--- src/rtl/pwm_dither_pkg.sv ---
`timescale 1ns/1ps
package pwm_dither_pkg;

   // Selects how the PWM pin and the period-start pulse leave the block
   typedef enum logic {
      OUT_COMB = 1'b0,   // straight from the compare logic
      OUT_REGD = 1'b1    // through one flop, one clock later
   } out_mode_e;

   // Width needed to hold values 0..v-1, never less than one bit
   function automatic int unsigned idx_width(input int unsigned v);
      return (v <= 2) ? 1 : $clog2(v);
   endfunction

   // Width needed to hold values 0..v inclusive
   function automatic int unsigned val_width(input int unsigned v);
      return (v < 2) ? 1 : $clog2(v + 1);
   endfunction

endpackage

--- src/rtl/pwm_period_timer.sv ---
`timescale 1ns/1ps
module pwm_period_timer #(
   parameter int unsigned PERIOD_CNT = 360,
   parameter int unsigned CNT_W      = 9
) (
   input  logic             clk_i,
   input  logic             rst_ni,
   output logic [CNT_W-1:0] cnt_o,
   output logic             first_o,
   output logic             last_o
);

   localparam logic [CNT_W-1:0] LAST_C = CNT_W'(PERIOD_CNT - 1);

   logic [CNT_W-1:0] cnt_q;

   always_ff @(posedge clk_i or negedge rst_ni) begin
      if (!rst_ni) begin
         cnt_q <= '0;
      end else if (cnt_q == LAST_C) begin
         cnt_q <= '0;
      end else begin
         cnt_q <= cnt_q + CNT_W'(1);
      end
   end

   assign cnt_o   = cnt_q;
   assign first_o = (cnt_q == '0);
   assign last_o  = (cnt_q == LAST_C);

   AST_CNT_RANGE: assert property (@(posedge clk_i) disable iff (!rst_ni)
      cnt_q <= LAST_C);
   AST_CNT_WRAP: assert property (@(posedge clk_i) disable iff (!rst_ni)
      (cnt_q == LAST_C) |=> (cnt_q == '0));
   AST_CNT_STEP: assert property (@(posedge clk_i) disable iff (!rst_ni)
      (cnt_q != LAST_C) |=> (cnt_q == $past(cnt_q) + CNT_W'(1)));

endmodule

--- src/rtl/pwm_cmd_frame.sv ---
`timescale 1ns/1ps
module pwm_cmd_frame #(
   parameter int unsigned DITHER_N = 10,
   parameter int unsigned CMD_W    = 12,
   parameter int unsigned IDX_W    = 4
) (
   input  logic             clk_i,
   input  logic             rst_ni,
   input  logic             period_end_i,
   input  logic [CMD_W-1:0] cmd_i,
   input  logic             load_i,
   output logic [CMD_W-1:0] next_cmd_o,
   output logic             new_frame_o
);

   localparam logic [IDX_W-1:0] LAST_IDX = IDX_W'(DITHER_N - 1);

   logic [CMD_W-1:0] pend_q, pend_d;
   logic [CMD_W-1:0] act_q;
   logic [IDX_W-1:0] idx_q;
   logic             frame_end;

   // A load in the same clock as the frame boundary is already visible here
   assign pend_d    = load_i ? cmd_i : pend_q;
   assign frame_end = period_end_i && (idx_q == LAST_IDX);

   always_ff @(posedge clk_i or negedge rst_ni) begin
      if (!rst_ni) begin
         pend_q <= '0;
         act_q  <= '0;
         idx_q  <= '0;
      end else begin
         pend_q <= pend_d;
         if (period_end_i) begin
            idx_q <= frame_end ? '0 : idx_q + IDX_W'(1);
         end
         if (frame_end) begin
            act_q <= pend_d;
         end
      end
   end

   assign next_cmd_o  = frame_end ? pend_d : act_q;
   assign new_frame_o = frame_end;

   AST_ACT_HOLD: assert property (@(posedge clk_i) disable iff (!rst_ni)
      !frame_end |=> $stable(act_q));
   AST_IDX_RANGE: assert property (@(posedge clk_i) disable iff (!rst_ni)
      idx_q <= LAST_IDX);
   AST_IDX_HOLD: assert property (@(posedge clk_i) disable iff (!rst_ni)
      !period_end_i |=> $stable(idx_q));
   AST_LAST_LOAD: assert property (@(posedge clk_i) disable iff (!rst_ni)
      load_i |=> (pend_q == $past(cmd_i)));

endmodule

--- src/rtl/pwm_dither_accum.sv ---
`timescale 1ns/1ps
module pwm_dither_accum #(
   parameter int unsigned PERIOD_CNT = 360,
   parameter int unsigned DITHER_N   = 10,
   parameter int unsigned CMD_W      = 12,
   parameter int unsigned CNT_W      = 9,
   parameter int unsigned FR_W       = 4
) (
   input  logic             clk_i,
   input  logic             rst_ni,
   input  logic             period_end_i,
   input  logic             new_frame_i,
   input  logic [CMD_W-1:0] cmd_i,
   output logic [CNT_W-1:0] cmp_o
);

   localparam int unsigned SUM_W = FR_W + 1;
   localparam int unsigned FULL  = PERIOD_CNT * DITHER_N;
   localparam logic [CMD_W-1:0] FULL_C = CMD_W'(FULL);
   localparam logic [CMD_W-1:0] DIV_C  = CMD_W'(DITHER_N);
   localparam logic [SUM_W-1:0] MOD_C  = SUM_W'(DITHER_N);
   localparam logic [CNT_W-1:0] TOP_C  = CNT_W'(PERIOD_CNT);
   localparam bit   POW2_N = ((DITHER_N & (DITHER_N - 1)) == 0);

   logic [CNT_W-1:0] coarse_raw, coarse;
   logic [FR_W-1:0]  frac_raw, frac;
   logic             sat;
   logic [FR_W-1:0]  acc_q, acc_d, base;
   logic [SUM_W-1:0] sum;
   logic             carry;
   logic [CNT_W-1:0] cmp_q, cmp_d;

   // Coarse / fraction split: bit slicing for a power-of-two frame, divider otherwise
   generate
      if (POW2_N) begin : g_split_shift
         assign coarse_raw = CNT_W'(cmd_i >> FR_W);
         assign frac_raw   = cmd_i[FR_W-1:0];
      end else begin : g_split_div
         logic [CMD_W-1:0] quo, rem;
         assign quo        = cmd_i / DIV_C;
         assign rem        = cmd_i % DIV_C;
         assign coarse_raw = quo[CNT_W-1:0];
         assign frac_raw   = rem[FR_W-1:0];
      end
   endgenerate

   // Commands at or beyond full scale saturate to a full-high period
   assign sat    = (cmd_i >= FULL_C);
   assign coarse = sat ? TOP_C : coarse_raw;
   assign frac   = sat ? '0 : frac_raw;

   // Accumulator restarts at zero on every frame so each frame holds exactly f carries
   assign base  = new_frame_i ? '0 : acc_q;
   assign sum   = {1'b0, base} + {1'b0, frac};
   assign carry = (sum >= MOD_C);
   assign acc_d = carry ? FR_W'(sum - MOD_C) : sum[FR_W-1:0];
   assign cmp_d = coarse + CNT_W'(carry);

   always_ff @(posedge clk_i or negedge rst_ni) begin
      if (!rst_ni) begin
         acc_q <= '0;
         cmp_q <= '0;
      end else if (period_end_i) begin
         acc_q <= acc_d;
         cmp_q <= cmp_d;
      end
   end

   assign cmp_o = cmp_q;

   AST_ACC_RANGE: assert property (@(posedge clk_i) disable iff (!rst_ni)
      acc_q < FR_W'(DITHER_N));
   AST_CMP_HOLD: assert property (@(posedge clk_i) disable iff (!rst_ni)
      !period_end_i |=> $stable(cmp_q));
   AST_CMP_LIMIT: assert property (@(posedge clk_i) disable iff (!rst_ni)
      cmp_q <= TOP_C);
   AST_SAT_FULL: assert property (@(posedge clk_i) disable iff (!rst_ni)
      (period_end_i && sat) |=> (cmp_q == TOP_C));
   AST_ZERO_CMD: assert property (@(posedge clk_i) disable iff (!rst_ni)
      (period_end_i && (cmd_i == '0)) |=> (cmp_q == '0));

endmodule

--- src/rtl/pwm_out_stage.sv ---
`timescale 1ns/1ps
module pwm_out_stage #(
   parameter int unsigned               PERIOD_CNT = 360,
   parameter int unsigned               CNT_W      = 9,
   parameter pwm_dither_pkg::out_mode_e OUT_MODE   = pwm_dither_pkg::OUT_REGD
) (
   input  logic             clk_i,
   input  logic             rst_ni,
   input  logic [CNT_W-1:0] cnt_i,
   input  logic [CNT_W-1:0] cmp_i,
   input  logic             first_i,
   output logic             pwm_o,
   output logic             start_o
);

   localparam logic [CNT_W-1:0] TOP_C = CNT_W'(PERIOD_CNT);

   logic pwm_raw;
   assign pwm_raw = (cnt_i < cmp_i);

   generate
      if (OUT_MODE == pwm_dither_pkg::OUT_REGD) begin : g_out_reg
         logic pwm_q, start_q;
         always_ff @(posedge clk_i or negedge rst_ni) begin
            if (!rst_ni) begin
               pwm_q   <= 1'b0;
               start_q <= 1'b0;
            end else begin
               pwm_q   <= pwm_raw;
               start_q <= first_i;
            end
         end
         assign pwm_o   = pwm_q;
         assign start_o = start_q;

         AST_FULL_HIGH: assert property (@(posedge clk_i) disable iff (!rst_ni)
            (cmp_i == TOP_C) |=> pwm_o);
         AST_ZERO_LOW: assert property (@(posedge clk_i) disable iff (!rst_ni)
            (cmp_i == '0) |=> !pwm_o);
      end else begin : g_out_comb
         assign pwm_o   = pwm_raw;
         assign start_o = first_i;

         AST_FULL_HIGH: assert property (@(posedge clk_i) disable iff (!rst_ni)
            (cmp_i == TOP_C) |-> pwm_o);
         AST_ZERO_LOW: assert property (@(posedge clk_i) disable iff (!rst_ni)
            (cmp_i == '0) |-> !pwm_o);
      end
   endgenerate

endmodule

--- src/rtl/pwm_dither_gen.sv ---
`timescale 1ns/1ps
module pwm_dither_gen #(
   parameter int unsigned               PERIOD_CNT = 360,
   parameter int unsigned               DITHER_N   = 10,
   parameter int unsigned               CMD_W      = 12,
   parameter pwm_dither_pkg::out_mode_e OUT_MODE   = pwm_dither_pkg::OUT_REGD
) (
   input  logic             clk_i,
   input  logic             rst_ni,
   input  logic [CMD_W-1:0] cmd_i,
   input  logic             load_i,
   output logic             pwm_o,
   output logic             period_start_o
);

   localparam int unsigned CNT_W = pwm_dither_pkg::val_width(PERIOD_CNT);
   localparam int unsigned FR_W  = pwm_dither_pkg::idx_width(DITHER_N);
   localparam int unsigned IDX_W = pwm_dither_pkg::idx_width(DITHER_N);
   localparam int unsigned FULL  = PERIOD_CNT * DITHER_N;

   // Elaboration-time parameter checks
   initial begin : p_param_chk
      assert (PERIOD_CNT >= 2)
         else $fatal(1, "PERIOD_CNT must be at least 2");
      assert (DITHER_N >= 2)
         else $fatal(1, "DITHER_N must be at least 2");
      assert (CMD_W <= 31 && (64'(1) << CMD_W) > 64'(FULL))
         else $fatal(1, "CMD_W too narrow for full-scale command");
      assert (CNT_W <= CMD_W)
         else $fatal(1, "CMD_W narrower than counter width");
   end

   logic [CNT_W-1:0] cnt;
   logic             first, last;
   logic [CMD_W-1:0] next_cmd;
   logic             new_frame;
   logic [CNT_W-1:0] cmp;

   pwm_period_timer #(
      .PERIOD_CNT (PERIOD_CNT),
      .CNT_W      (CNT_W)
   ) u_timer (
      .clk_i   (clk_i),
      .rst_ni  (rst_ni),
      .cnt_o   (cnt),
      .first_o (first),
      .last_o  (last)
   );

   pwm_cmd_frame #(
      .DITHER_N (DITHER_N),
      .CMD_W    (CMD_W),
      .IDX_W    (IDX_W)
   ) u_frame (
      .clk_i        (clk_i),
      .rst_ni       (rst_ni),
      .period_end_i (last),
      .cmd_i        (cmd_i),
      .load_i       (load_i),
      .next_cmd_o   (next_cmd),
      .new_frame_o  (new_frame)
   );

   pwm_dither_accum #(
      .PERIOD_CNT (PERIOD_CNT),
      .DITHER_N   (DITHER_N),
      .CMD_W      (CMD_W),
      .CNT_W      (CNT_W),
      .FR_W       (FR_W)
   ) u_accum (
      .clk_i        (clk_i),
      .rst_ni       (rst_ni),
      .period_end_i (last),
      .new_frame_i  (new_frame),
      .cmd_i        (next_cmd),
      .cmp_o        (cmp)
   );

   pwm_out_stage #(
      .PERIOD_CNT (PERIOD_CNT),
      .CNT_W      (CNT_W),
      .OUT_MODE   (OUT_MODE)
   ) u_out (
      .clk_i   (clk_i),
      .rst_ni  (rst_ni),
      .cnt_i   (cnt),
      .cmp_i   (cmp),
      .first_i (first),
      .pwm_o   (pwm_o),
      .start_o (period_start_o)
   );

   AST_START_ONE_CLK: assert property (@(posedge clk_i) disable iff (!rst_ni)
      period_start_o |=> !period_start_o);

endmodule

--- config.mk ---
export PLATFORM = sky130hd
export DESIGN_NAME = pwm_dither_gen
export DESIGN_NICKNAME = d
export VERILOG_FILES = /design/src/rtl/pwm_dither_pkg.sv /design/src/rtl/pwm_period_timer.sv /design/src/rtl/pwm_cmd_frame.sv /design/src/rtl/pwm_dither_accum.sv /design/src/rtl/pwm_out_stage.sv /design/src/rtl/pwm_dither_gen.sv
export SDC_FILE = /design/constraint.sdc
export NUM_CORES = 1
export LEC_CHECK = 0
export BUFFER_PORTS_ARGS = -buffer_cell sky130_fd_sc_hd__buf_4
export CORE_MARGIN = 1.5
export CORE_UTILIZATION = 50
export CTS_BUF_LIST = sky130_fd_sc_hd__clkbuf_8
export DETAILED_ROUTE_END_ITERATION = 8
export PLACE_DENSITY = 0.69
export SLEW_MARGIN = 25
export SYNTH_ARGS = -nofsm -noshare
export SYNTH_HDL_FRONTEND = slang
export SYNTH_SLANG_ARGS = --single-unit
--- constraint.sdc ---
create_clock -name clk_i -period 7.2 [get_ports clk_i]
set_clock_uncertainty 0.05 [all_clocks]
set_input_delay 1.08 -clock clk_i [delete_from_list [all_inputs] [get_ports clk_i]]
set_output_delay 1.08 -clock clk_i [all_outputs]
set_load 0.01 [all_outputs]
==> out/results.ini <==
[status]
status=finished, final reports clean

[logic_synthesis]
synth-edff-count=0
synth_cells=542
synth_area_leaders=dfrtp_1, ha_1, mux2i_1
synth_seq_cells=52
synth_fp_nets=578
yosysWarnings=0
async_flop_share=1.00
ys_types=86
ys.flop_type=dfrtp_1
synth_top_area_cell=dfrtp_1
synth-seq-area-share=0.286
yosysTopAreaCellShare=0.286
synth_area_um2=4550
avgSynthCellArea_um2=8.40

[global_routing]
grt_use_total=0.261
grt_pass1_wl_mm=20.9
gr-total-overflow=0
grt_pass1_vias=4415
antenna_found_initial=0
grt_max_degree=53

[clock_network]
cts_tree=done
cts.sinks=52
cts_made_buffers=5
htree_levels=2
cts.clk_slew.worst_paths_ns=0.12
clock_latency_ns=0.32
clock_path_buffers=2
root_buffer=clkbuf_8

[timing]
timing.fmax_mhz=141
rsz0062_at_grt=yes
setup_viol=0
tightest_slew_ns=0.668
setup_tns_ns=0
relSlewSlack=0.554
period_minus_slack_ns=7.09
fin_crit_sh=0.985
slew_viol_final=0
final-hold-violation-count=0

[drt]
drtIter0Drc=307
ant_nets=0
wire_per_inst_um=17.7
first_pass_iters=5
wl_mm=13.5
dr_total_vias=4621
drc_errors=0
via_per_inst=6.05

[critical_path]
cp_data_required_time_ns=7.33
cp.arrival_ns=7.22
critPathMostFrequentCell=and2_4
slowest_delay_ns=0.38
critPathKind=primary input to flip-flop
crit_fanout=6
crit_path_end_kind=flip-flop
cpMaxStageDelayCell=a2111o_1
ff2ff_setup_slack_ns=0.17
worst_setup_path_start_kind=primary input

[cells_and_area]
fillers=699
utilization=0.704
diodes=0
finalNonFillerCells=764
seqCellArea_um2=1300
design_area_um2=6170
final_net_count=691
areaGrowthSynthToFinish_pct=35.5
multi_input_area_um2=3430
drive_gt1_frac=0.363

[placed_design]
dpl_cell_area_um2=5510
dp_cells=733
dp_hpwl_mm=9.58
gp_congestion=0.928
io_buffers=16

[power_and_ir_drop]
ir_worst_vdd_v=0.000106
powerDensity_nw_per_um2=130
power.leakage_uw=0.00282
total_power_uw=804

[floorplanning]
dieArea_um2=9690
start_util=0.519
die_h_um=98.4
row_count=34
fp.dieW_um=98.4
core_um2=8760
io-pin-count=17

[min_path]
hold_path_class=flip-flop to flip-flop

[job]
maxCapViolCount=0

## stage by stage
stage / setup slack [ns] / hold WS [ns]
detailed placement: -0.462 / 0.404
finish: 0.109 / 0.427
floorplan: -0.159 / 0.387
global placement: -0.206 / 0.402
CTS: 0.00463 / 0.433
global route: -0.330 / 0.464
## critical path, delay by kind of cell
| kind | cells | cell delay (ns) |
|---|---|---|
| buffers and inverters | 3 | 0.28 |
| and+or+nand+nor | 13 | 2.26 |
| AOI/OAI and AO/OA | 9 | 2.31 |
| adders and majority gates | 4 | 0.97 |
| xor gates and xnor gates | 2 | 0.30 |
## logic make-up after synthesis
logic type | Yosys count | synth area share
adders and majority gates | 21 | 0.0594
muxes | 36 | 0.0830
buffers and inverters | 54 | 0.0497
DFF | 52 | 0.286
xor gates and xnor gates | 18 | 0.0346
and+or+nand+nor | 229 | 0.275
AOI/OAI and AO/OA | 132 | 0.212
## where the power goes
part,total [µW],switching [µW],leakage (µW),internal [µW]
sequential,308,9.01,0.000591,299
clock,192,118,0.0000511,73.9
combinational,303,144,0.00218,160
## synth_stat cells (4+ instances only)
cell type and instances:
ha_1 20, xnor2_1 10, nor4_1 10, nand3_1 16
dfrtp_1 52, buf_2 7, inv_1 23, nor3b_1 4
nand2_1 58, and2_1 10, clkbuf_1 17, o211ai_1 4
o21ai_0 28, nand2b_1 13, o21ai_1 6, nand4_1 8
a211oi_1 7, a31oi_1 5, a21o_1 5, nor3_1 21
a21oi_1 18, or2_2 4, o31ai_1 5, o22ai_1 4
xor2_1 8, nor2b_1 5, clkinv_1 4, a211o_1 4
mux2_2 13, nand3b_1 5, and3b_1 4, mux2i_1 22
nor2_1 41
## area by class of cell
cell class	instances	share of cell area
clock inverters	3	0.00467
well taps	108	0.0219
multi-input cells	436	0.556
inverters	28	0.0172
repair buffers	132	0.178
clock buffers	5	0.0112
flip-flops and latches	52	0.211
## final timing paths
path	end	cells past startpoint	from
setup / recovery	u_accum.cmp_o[6]	31	load_i
hold / removal	u_accum.acc_q[0]	2	u_accum.acc_q[0]
setup reg to reg	u_accum.cmp_o[6]	31	u_timer.cnt_o[3]
hold reg to reg	u_accum.acc_q[0]	2	u_accum.acc_q[0]
max in group asynchronous	u_timer.cnt_o[7]	1	rst_ni
min in group asynchronous	u_frame.pend_q[11]	1	rst_ni
## sequential cells by signal, summed over array words and instances, names as in the netlist
signal / count
u_out.pwm_o: 1
u_out.start_o: 1
u_timer.cnt_o: 9
u_frame.idx_q: 4
u_frame.pend_q: 12
u_frame.act_q: 12
u_accum.cmp_o: 9
u_accum.acc_q: 4
## cell usage in the layout, fill, tap and decap left out, types with 4 or more instances in the layout
master / n
clkbuf_8: 5
o21ai_0: 21
mux2_2: 12
o21ai_2: 4
nor3_1: 19
dfrtp_1: 50
buf_6: 4
nand3_1: 16
o211ai_1: 4
a211o_1: 4
nor2_1: 40
a211oi_1: 6
and2_1: 8
xor2_1: 6
nand4_1: 8
nor2b_1: 5
mux2i_1: 18
nor4_1: 6
buf_4: 122
nand3b_1: 5
a21oi_1: 15
o21ai_1: 9
nand2b_1: 12
a31oi_1: 5
inv_1: 23
a21o_1: 5
nand2_1: 57
xnor2_1: 7
ha_1: 16
## what timing repair did
action                                  4_1_cts  5_1_grt
hold buffers                                  0        0
pin swaps                                     1       12
setup buffers                                 2       18
gates cloned                                  0        3
endpoints found under the setup margin        7       11
resized for setup                             7       65
## layer usage
metal | track usage | routed length [µm] | up-vias | share of wire
met5 | 0 | 0 | - | 0
met4 | 0.0704 | 219 | 0 | 0.016
met3 | 0.0284 | 590 | 28 | 0.044
met1 | 0.351 | 5940 | 2243 | 0.44
met2 | 0.449 | 6800 | 137 | 0.50
li1 | - | - | 2213 | -
Note: power is estimated with default switching activity, not from simulation.
